## src/rtl/wr_post_buf.sv

```systemverilog
module wr_post_buf #(
  parameter int NRNG  = 2,
  parameter int DEPTH = 16,
  parameter logic [NRNG*32-1:0] RNG_LO = {32'h1000_0100, 32'h1000_0000},
  parameter logic [NRNG*32-1:0] RNG_HI = {32'h1000_01FF, 32'h1000_00FF}
) (
  input  logic                         clk,
  input  logic                         rst,
  input  logic                         m_sel,
  input  logic                         m_seq,
  input  logic [31:0]                  m_addr,
  input  logic [3:0]                   m_be,
  input  logic [31:0]                  m_wdata,
  output logic                         s_ack,
  output logic                         s_retry,
  output logic                         dn_req,
  output logic                         dn_burst,
  output logic [29:0]                  dn_addr,
  output logic [3:0]                   dn_be,
  output logic [$clog2(DEPTH+1)-1:0]   dn_len,
  input  logic                         dn_done,
  input  logic                         dn_err,
  input  logic [$clog2(DEPTH)-1:0]     rd_idx,
  output logic [31:0]                  rd_data
);
  localparam int CW = $clog2(DEPTH+1);
  localparam int IW = $clog2(DEPTH);

  typedef enum logic [1:0] {S_IDLE, S_FILL, S_POST} st_t;
  st_t st;

  logic [31:0]   mem [DEPTH];
  logic [CW-1:0] cnt;
  logic [31:0]   hi_l;
  logic          hit;
  logic [31:0]   hit_hi;

  always_comb begin
    hit    = 1'b0;
    hit_hi = '0;
    for (int i = 0; i < NRNG; i++)
      if (!hit && m_addr >= RNG_LO[i*32 +: 32] && m_addr <= RNG_HI[i*32 +: 32]) begin
        hit    = 1'b1;
        hit_hi = RNG_HI[i*32 +: 32];
      end
  end

  wire start_ok = (st == S_IDLE) && m_sel && hit && (!m_seq || m_addr[1:0] == 2'b00);
  wire beat_ok  = (st == S_FILL) && m_sel && m_seq && (m_addr <= hi_l);

  assign s_ack   = start_ok | beat_ok;
  assign s_retry = (st == S_POST) && m_sel;
  assign dn_req  = (st == S_POST);
  assign dn_len  = cnt;
  assign rd_data = mem[rd_idx];

  always_ff @(posedge clk) begin
    if (rst) begin
      st       <= S_IDLE;
      cnt      <= '0;
      hi_l     <= '0;
      dn_burst <= 1'b0;
      dn_be    <= '0;
      dn_addr  <= '0;
      for (int i = 0; i < DEPTH; i++) mem[i] <= '0;
    end else begin
      if (s_ack) mem[cnt[IW-1:0]] <= m_wdata;
      case (st)
        S_IDLE:
          if (start_ok) begin
            cnt     <= CW'(1);
            dn_addr <= m_addr[31:2];
            if (!m_seq) begin
              dn_burst <= 1'b0;
              dn_be    <= m_be;
              st       <= S_POST;
            end else begin
              dn_burst <= 1'b1;
              dn_be    <= 4'hF;
              hi_l     <= hit_hi;
              st       <= S_FILL;
            end
          end
        S_FILL:
          if (beat_ok) begin
            cnt <= cnt + 1'b1;
            if (cnt == CW'(DEPTH-1)) st <= S_POST;
          end else begin
            st <= S_POST;
          end
        default:
          if (dn_done) begin
            st  <= S_IDLE;
            cnt <= '0;
          end
      endcase
    end
  end

  assert_ack_vs_retry_R7: assert property (@(posedge clk) disable iff (rst)
    !(s_ack && s_retry));

  assert_req_held_R8: assert property (@(posedge clk) disable iff (rst)
    dn_req && !dn_done |=> dn_req && $stable(dn_len) && $stable(dn_addr) && $stable(dn_burst));

  assert_err_ignored_R8: assert property (@(posedge clk) disable iff (rst)
    dn_req && dn_done && dn_err |=> !dn_req);

  assert_len_bounds_R5: assert property (@(posedge clk) disable iff (rst)
    dn_req |-> dn_len >= CW'(1) && dn_len <= CW'(DEPTH));

  assert_single_len_R2: assert property (@(posedge clk) disable iff (rst)
    dn_req && !dn_burst |-> dn_len == CW'(1));

  assert_burst_be_R3: assert property (@(posedge clk) disable iff (rst)
    dn_req && dn_burst |-> dn_be == 4'hF);

  assert_no_ack_busy_R7: assert property (@(posedge clk) disable iff (rst)
    dn_req && m_sel |-> !s_ack);
endmodule

```

## config.mk

```make
export PLATFORM = sky130hd
export DESIGN_NAME = wr_post_buf
export DESIGN_NICKNAME = d
export VERILOG_FILES = /design/src/rtl/wr_post_buf.sv
export SDC_FILE = /design/constraint.sdc
export NUM_CORES = 1
export LEC_CHECK = 0
export ABC_AREA = 1
export BUFFER_PORTS_ARGS = -buffer_cell sky130_fd_sc_hd__buf_2
export CAP_MARGIN = 20
export CORE_UTILIZATION = 50
export CTS_CLUSTER_SIZE = 14
export DETAILED_ROUTE_END_ITERATION = 7
export HOLD_SLACK_MARGIN = 0.03
export MAX_ROUTING_LAYER = met4
export PLACE_DENSITY_LB_ADDON = 0.1
export SLEW_MARGIN = 10
export SYNTH_ARGS = -nofsm -noshare
export SYNTH_HDL_FRONTEND = slang
export SYNTH_SLANG_ARGS = --single-unit
```

## constraint.sdc

```tcl
create_clock -name clk -period 3.85 [get_ports clk]
set_input_delay 0.77 -clock clk [delete_from_list [all_inputs] [get_ports clk]]
set_output_delay 0.77 -clock clk [all_outputs]
set_load 0.03 [all_outputs]
```

**Word level (Yosys, flattened, before mapping)**

Memory sizes are Yosys's and may differ from the RTL's.
Cells that the tools add are included.

- Output and inout bits: 75
- Flip-flop bits (word level): 74
- Memories kept: 1
- Input port bits: 78
- Bits in writable memories: 512
- Logic and storage cells: 65

- Add/sub/neg operators: 1
- Order comparisons: 5
- Reductions and logical operators: 21
- Multiplexer cells: 24
- Bitwise operators: 1
- Equal/unequal tests: 6

Memories:

| name | depth | width | read ports | clocked after Yosys merged registers in | write ports | line | source |
|---|---|---|---|---|---|---|---|
| mem | 16 | 32 | 1 | 0 | 16 | 32 | `logic [31:0] mem [DEPTH];` |

Operators by type and width:

| cell | count |
|---|---|
| $ge A32 B29 Y1 const B | 2 |
| $le A32 B29 Y1 const B | 2 |
| $mux W32 | 2 |
| $le A32 B32 Y1 | 1 |
| $reduce_or A32 Y1 | 1 |
| $mux W29 | 1 |
| $mux W5 | 3 |
| $logic_and A1 B1 Y1 | 10 |
| $mux W2 | 5 |
| $pmux W5 S2 | 1 |
| $mux W1 | 9 |
| $reduce_and A3 Y1 | 3 |
| $mux W4 | 2 |
| $add A5 B1 Y5 const B | 1 |
| $eq A5 B4 Y1 const B | 1 |
| $logic_not A2 Y1 | 2 |
| $ne A2 B2 Y1 const B | 2 |
| $pmux W2 S2 | 1 |
| $ne A3 B2 Y1 const B | 1 |
| $reduce_bool A3 Y1 | 1 |
| $eq A2 B1 Y1 const B | 1 |
| $eq A2 B2 Y1 const B | 1 |
| $logic_not A1 Y1 | 2 |
| $reduce_and A2 Y1 | 1 |
| other kinds (2) | 2 |

**Depth between registers and ports, before layout**

Gate-level depths: netlist of run 1.

- Word-level depth: 15
- Depth in mapped cells: 20
- Gate-level depth less buffers: 20

**Worst setup path after synthesis of run 1**

No wires, ideal clock.

- Path kind: input -> register
- From: in m_addr[7]
- To: mem mem[5][0] (enable)
- Cell stages on the path: 15
- Library setup time: 0.389 ns
- Data required time: 3.461 ns
- Arrival: 3.017 ns
- Setup slack: 0.443 ns
- Buffers on the path: 2
- Cell sequence: ha_1 > a21o_1 > nor2_1 > nand2_1 > nand2_1 > nand2_1 > nand2_1 > nand2_1 > nand2_1 > nand2_1 > nand2_4 > buf_12 > nand4_4 > buf_6 > nand2_1

RTL lines:

| item | line | source |
|---|---|---|
| start: declaration | 11 | `input logic [31:0] m_addr,` |
| end: declaration | 32 |  |

**Worst setup path after layout of run 1**

- From: reg hi_l[7]
- To: out s_ack

- Cells in the longest elaborated chain, start to end: 3

RTL lines:

| item | line | source |
|---|---|---|
| start: declaration | 34 | `logic [31:0] hi_l;` |
| start signal: assignment | 80 | `hi_l <= hit_hi;` |
| $le A32 B32 Y1 | 49 | `wire beat_ok = (st == S_FILL) && m_sel && m_seq && (m_addr <= hi_l);` |
| $logic_and A1 B1 Y1 | 49 |  |
| $or A1 B1 Y1 | 51 | `assign s_ack = start_ok \| beat_ok;` |
| end: declaration | 14 | `output logic s_ack,` |

Every way passes these cells.

==> results by group, run 1 <==
Power
  – Final Power: 13.70 mW
  – Peak VDD IR: 325.7 uV
  – Static leakage: 11.77 nW
  – Sw Pwr: 3.245 mW
  – Power Dens Cells: 475.8 nW/um^2
  – Internal: 10.46 mW
  – Clock Power Share: 0.416
  – Sequential power share: 0.498
  – Comb power frac: 0.086
  – Sw frac: 0.2368

Critical path
  – Slowest CP cell: dfxtp_1
  – WP buf/inv: 2
  – CP arrival: 2.80 ns
  – Crit Path Max Fanout: 17
  – WP data required: 3.08 ns
  – Worst r2r path cells: 16
  – Largest stage delay on the critical path: 0.31 ns
  – Path length in cells of the critical path: 14
  – Most frequent CP cell: nand2_1
  – Reg-to-reg critical path endpoint: mem[0][18]
  – Critical path class: reg -> out
  – Reg2reg start: hi_l[7]
  – Critical Path Start Type: register
  – R2r setup slk: 0.86 ns
  – CP Capture Type: output pin
  – Crit. Startpoint: hi_l[7]
  – Cell breakdown of the critical path: inv_1 -> ha_1 -> a21oi_1 -> nor2_1 -> nor2_1 -> nand2_1 -> nand2_1 -> nand2_1 -> nand2_1 -> nand2_1 -> nand2_1 -> nand2_1 -> nand2_4 -> buf_2
  – CP delay by family, top: simple AND/OR/NAND/NOR gates

Synth
  – Sequential area share after synthesis: 0.6422
  – XOR/XNOR Fraction of Synth Area: 0.0006920
  – Synthesis Warnings: 0
  – Compound-Gate Fraction of Synth Area: 0.09791
  – Synthesized instance count: 2299
  – Largest family of logic cells by synthesized area: simple AND/OR/NAND/NOR gates
  – Syn Nets: 2392
  – Number of synthesized flops with an enable pin: 512
  – Ranking of synthesized cells by area: edfxtp_1 61%, nor2_1 7.8%, mux2i_1 5.1%
  – Adder-cell area share of the yosys netlist: 0.007414
  – Avg Inst Size Synth: 11.01 sq um
  – Asr flop ratio synth: 0
  – Synth top area share: 0.6074
  – #FFs+latches synth: 556
  – Synth area leader: edfxtp_1
  – Synth cell count leaders: 528 x nor2_1, 512 x edfxtp_1, 211 x inv_1
  – Unique cell type count in the Yosys netlist: 32
  – Most used DFF post-synth: edfxtp_1
  – Multiplexer share of the synthesized area: 0.05061
  – Top-count cell post-synth: nor2_1
  – Synth Area in Simple Gates: 0.1318
  – Synth Cell Area: 25310 sq um

Global routing
  – Vias in the first global route: 16920
  – Met1 usage: 0.3604
  – Tot GR Track Use: 0.2741
  – Met2 Usage GRT: 0.4380
  – Most used routing layer: met2
  – Grt total ovfl: 0
  – Largest net degree at the start of global routing: 88
  – Initial antenna violation count: 1
  – Met3 Use GR: 0.04814
  – Global-route wire length before repair: 101100 um

Clock network
  – Post_cts resized: 0
  – Clock latency on the worst-skew pair: 0.62 ns
  – Post-CTS Setup Bufs: 0
  – Clk slew on worst S/H paths: 0.06 ns
  – Post-CTS Hold Buffers: 0
  – Clock sinks: 556
  – CTS Buf Count: 58
  – Clock buffer depth: 3
  – Root buf cell: clkbuf_16
  – Clock H-tree levels: 2
  – CTS tree: built

Timing
  – Layout Skew: 0.01547 ns
  – RSZ-0062 raised after global routing: false
  – Fmax: 280.0 MHz
  – Slew @ Worst Pin: 0.8751 ns
  – Max-slew violation count: 0
  – Fin crit period: 3.572 ns
  – Final setup viols: 0
  – Hold Violations, Final: 0
  – Ratio of final minimum period to clock period: 0.9278
  – Slew headroom: 0.4158
  – Setup TNS after final layout: 0 ns

Outcome
  – Status: complete, no violations

Floorplan
  – Die width: 227.0 um
  – Die area: 51530 sq um
  – Die Span Y: 227.0 um
  – Starting Density: 0.5056
  – Top Ports: 153
  – Rows: 82
  – Core footprint: 50070 sq um

Min path
  – Worst Hold Class: in -> reg
  – Hold_sp: m_be[3]
  – Min-Delay Endpoint: dn_be[3]
  – WHS Path Cells: 3

Drt
  – Vias/cell: 5.573
  – Final ANT Viol Nets: 0
  – Post-DR wirelength/cell: 21.49 um
  – Detailed Route Iter0 Violations: 1436
  – DRC violations left: 0
  – DRT Wirelength: 67130 um
  – Drt first pass iters: 5
  – Vias after detailed routing: 17400

Finish
  – Share of layout cells above drive strength 1: 0.1600
  – Fin nets: 2495
  – Post-route cell area: 28800 sq um
  – Fin cells: 3123
  – Layout Area Growth over Synthesis: 13.77%
  – Number of fill cells: 4347

Job
  – Max Cap Viol: 0

Placement
  – Post-DP HPWL: 38170 um
  – DP Area: 26860 sq um
  – Routability Congestion: 0.7989
  – Port Buffers: 151
  – Placed Cells: 3014
-- state kept, by name (all words and copies together), names as in the netlist --
signal,count
st,2
dn_be,4
dn_len,5
dn_burst,1
dn_addr,30
hi_l,2
mem,512
-- metrics by stage --
stage | utilization | worst slack [ns] | hold slack, ns
2_1_floorplan | - | 0.4434 | 0.5114
3_3_place_gp | 0.5364 | 0.4953 | 0.4418
3_5_place_dp | 0.5364 | 0.5063 | 0.4460
4_1_cts | 0.5752 | 0.2287 | 0.3672
5_1_grt | 0.5752 | 0.07563 | 0.4158
6_report | 0.5752 | 0.2779 | 0.3867
-- per-layer routing --
metal / routed length, um / up-vias
met2: 32550 / 537
li1: - / 8144
met5: 0 / -
met3: 4217 / 108
met4: 1560 / 0
met1: 28800 / 8614
-- layout by cell type, fill, tap and decap left out, types with 44 or more instances in the layout --
cell	instances
nor2_1	528
edfxtp_1	512
inv_1	208
o21ai_0	160
buf_2	148
a21oi_1	137
mux2i_1	128
o211ai_1	128
nand3_1	76
nand2_1	74
clkbuf_16	62
buf_4	57
dfxtp_1	44
-- logic make-up after synthesis --
kind of cell	after synthesis
muxes	128
DFF	556
buffers and inverters	396
and+or+nand+nor	773
AOI/OAI and AO/OA	429
adders and majority gates	15
xor gates and xnor gates	2
-- worst register-to-register path, delay by kind of cell (launching register included) --
kind	cells	cell delay (ns)
AOI/OAI and AO/OA	1	0.15
DFF	1	0.31
buffers and inverters	2	0.47
adders and majority gates	1	0.31
and+or+nand+nor	12	1.43
-- final cells by class --
class                   instances  area, sq um  area share
flip-flops and latches        556        16260      0.5644
multi-input cells            1347         7342      0.2549
repair buffers                228         1624     0.05639
clock buffers                  70         1602     0.05561
well taps                     672        840.8     0.02919
inverters                     211        794.5     0.02759
clock inverters                38        339.1     0.01177
diodes                          1        2.502  0.00008689
-- power by group through the flow --
stage / Sequential (mW) / Combinational, mW / Clock [mW]
floorplan: 6.95 / 0.736 / 0
global placement: 6.94 / 1.17 / 0
detailed placement: 6.95 / 1.19 / 0
CTS: 6.82 / 1.19 / 5.78
global route: 6.84 / 1.29 / 5.99
finish: 6.82 / 1.18 / 5.70
-- worst max-delay path by stage --
stage | end | slack [ns]
after global placement | mem[0][18] | 0.50
after global routing | s_ack | 0.08
final | s_ack | 0.28
after floorplan | mem[5][0] | 0.44
after CTS | s_ack | 0.23
after detailed placement | mem[0][18] | 0.51
No activity file was read; power rests on OpenSTA's default activity.
==> run 2: changes to the inputs <==
CORE_MARGIN = 1.5   (was not set)
PLACE_DENSITY = 0.72   (was not set)
PLACE_DENSITY_LB_ADDON = not set   (was 0.1)
==> run 2 against run 1 <==
  * Fmax decreased by 0.82%
  * Cell area decreased by 0.40%
  * Clock-buffer cell count increased by 15
  * Worst hold slack improved by 0.012 ns
  * Utilization decreased by 0.23 points
  * Largest power group unchanged
==> results by group, run 2 (synthesized netlist as in run 1, its figures left out) <==
Outcome
  – Status: complete, no violations (unchanged)

Floorplan
  – Starting Density: 0.5056 (unchanged)
  – Die width: 228.0 um (was 227.0 um)
  – Core footprint: 50070 sq um (unchanged)
  – Rows: 82 (unchanged)
  – Die Span Y: 228.0 um (was 227.0 um)
  – Top Ports: 153 (unchanged)
  – Die area: 51990 sq um (was 51530 sq um)

Drt
  – Detailed Route Iter0 Violations: 1947 (was 1436)
  – Final ANT Viol Nets: 0 (unchanged)
  – Post-DR wirelength/cell: 21.13 um (was 21.49 um)
  – DRC violations left: 0 (unchanged)
  – Drt first pass iters: 6 (was 5)
  – Vias/cell: 5.745 (was 5.573)
  – DRT Wirelength: 65750 um (was 67130 um)
  – Vias after detailed routing: 17880 (was 17400)

Clock network
  – Post-CTS Setup Bufs: 0 (unchanged)
  – Clock H-tree levels: 2 (unchanged)
  – CTS tree: built (unchanged)
  – Clock sinks: 556 (unchanged)
  – Post-CTS Hold Buffers: 0 (unchanged)
  – Clock latency on the worst-skew pair: 0.62 ns (about the same)
  – CTS Buf Count: 57 (was 58)
  – Clock buffer depth: 3 (unchanged)
  – Root buf cell: clkbuf_16 (unchanged)
  – Clk slew on worst S/H paths: 0.06 ns (about the same)
  – Post_cts resized: 0 (unchanged)

Timing
  – Layout Skew: 0.01858 ns (was 0.01547 ns)
  – Hold Violations, Final: 0 (unchanged)
  – Ratio of final minimum period to clock period: 0.9355 (was 0.9278)
  – Slew headroom: 0.3549 (was 0.4158)
  – Slew @ Worst Pin: 0.9666 ns (was 0.8751 ns)
  – Max-slew violation count: 0 (unchanged)
  – RSZ-0062 raised after global routing: false (unchanged)
  – Fmax: 277.7 MHz (was 280.0 MHz)
  – Fin crit period: 3.601 ns (was 3.572 ns)
  – Final setup viols: 0 (unchanged)
  – Worst hold margin: 0.3991 ns (was 0.3867 ns)
  – Worst setup margin: 0.2485 ns (was 0.2779 ns)
  – Setup TNS after final layout: 0 ns (unchanged)

Finish
  – Share of layout cells above drive strength 1: 0.1529 (was 0.1600)
  – Commonest non-fill, non-tap cell in the layout: nor2_1 (unchanged)
  – Number of fill cells: 4092 (was 4347)
  – Antenna Cells: 0 (was 1)
  – Top flop regs: mem: 512 flops, dn_addr: 30 flops, dn_len: 5 flops (unchanged)
  – Layout Area Growth over Synthesis: 13.32% (was 13.77%)
  – Fin cells: 3112 (was 3123)
  – Fin nets: 2485 (was 2495)
  – Max FFs per register: 512 (unchanged)
  – Most frequent cells in the layout: 528 x nor2_1, 512 x edfxtp_1, 208 x inv_1, 160 x o21ai_0, 148 x buf_2 (unchanged)
  – Largest register by flop count: mem (unchanged)

Global routing
  – Initial antenna violation count: 0 (was 1)
  – Vias in the first global route: 17810 (was 16920)
  – Global-route wire length before repair: 100800 um (was 101100 um)
  – Tot GR Track Use: 0.2604 (was 0.2741)
  – Largest net degree at the start of global routing: 86 (was 88)
  – Grt total ovfl: 0 (unchanged)

Min path
  – Worst Hold Class: in -> reg (unchanged)

Critical path
  – Critical path class: reg -> out (unchanged)
  – CP arrival: 2.83 ns (was 2.80 ns)
  – Critical Path Start Type: register (unchanged)
  – CP Capture Type: output pin (unchanged)
  – WP data required: 3.08 ns (about the same)
  – Crit Path Max Fanout: 17 (unchanged)

Power
  – Static leakage: 11.69 nW (was 11.77 nW)
  – Power Dens Cells: 468.9 nW/um^2 (was 475.8 nW/um^2)
  – Final Power: 13.45 mW (was 13.70 mW)
  – Peak VDD IR: 326.3 uV (was 325.7 uV)

Placement
  – Post-DP HPWL: 37270 um (was 38170 um)
  – Port Buffers: 151 (unchanged)
  – Pre-CTS WS: 0.4896 ns (was 0.5063 ns)
  – Placed Cells: 3005 (was 3014)
  – Routability Congestion: 0.8179 (was 0.7989)

Job
  – Max Cap Viol: 0 (unchanged)
-- run 2: critical path, cell delays in order, from the launching register on --
cell and delay, ns:
dfxtp_1 0.33, inv_1 0.16, ha_1 0.36, nand2_1 0.07, nor2_1 0.19, nand4_1 0.13, nor2_1 0.10, nand3_1 0.07
nand2_1 0.13, nand2_1 0.12, nand2_4 0.30, buf_2 0.28
-- run 2: final timing paths --
kind / startpoint / to / slack (ns) / depth (start not counted)
worst min-delay path: m_be[3] / dn_be[3] / 0.40 / 3
worst max-delay path: hi_l[7] / s_ack / 0.25 / 11
worst min register to register: dn_addr[19] / dn_addr[19] / 0.46 / 2
worst max register to register: hi_l[7] / mem[5][0] / 0.82 / 16
-- run 2: layout make-up --
type / instances / area (sq um) / area share
multi-input cells: 1347 / 7342 / 0.2559
well taps: 672 / 840.8 / 0.02931
repair buffers: 219 / 1619 / 0.05644
flip-flops and latches: 556 / 16260 / 0.5667
clock buffers: 85 / 1624 / 0.05661
clock inverters: 22 / 210.2 / 0.007328
inverters: 211 / 794.5 / 0.02770
-- run 2: stage by stage --
step | cell area, sq um | util
CTS | 28690 | 0.5729
floorplan | 25310 | -
detailed placement | 26850 | 0.5363
global placement | 26850 | 0.5363
finish | 28690 | 0.5729
global route | 28690 | 0.5729
-- run 2: power by group --
part	internal (mW)	total, mW	switching [mW]
Sequential	6.76	6.83	0.0610
Combinational	0.347	1.19	0.842
Clock	3.17	5.44	2.27
-- run 2: metal layers --
layer  GRT usage  wire length (um)
met5           -                 0
met4     0.08278              1678
met3     0.03375              6161
met2      0.4213             31630
met1      0.3435             26280
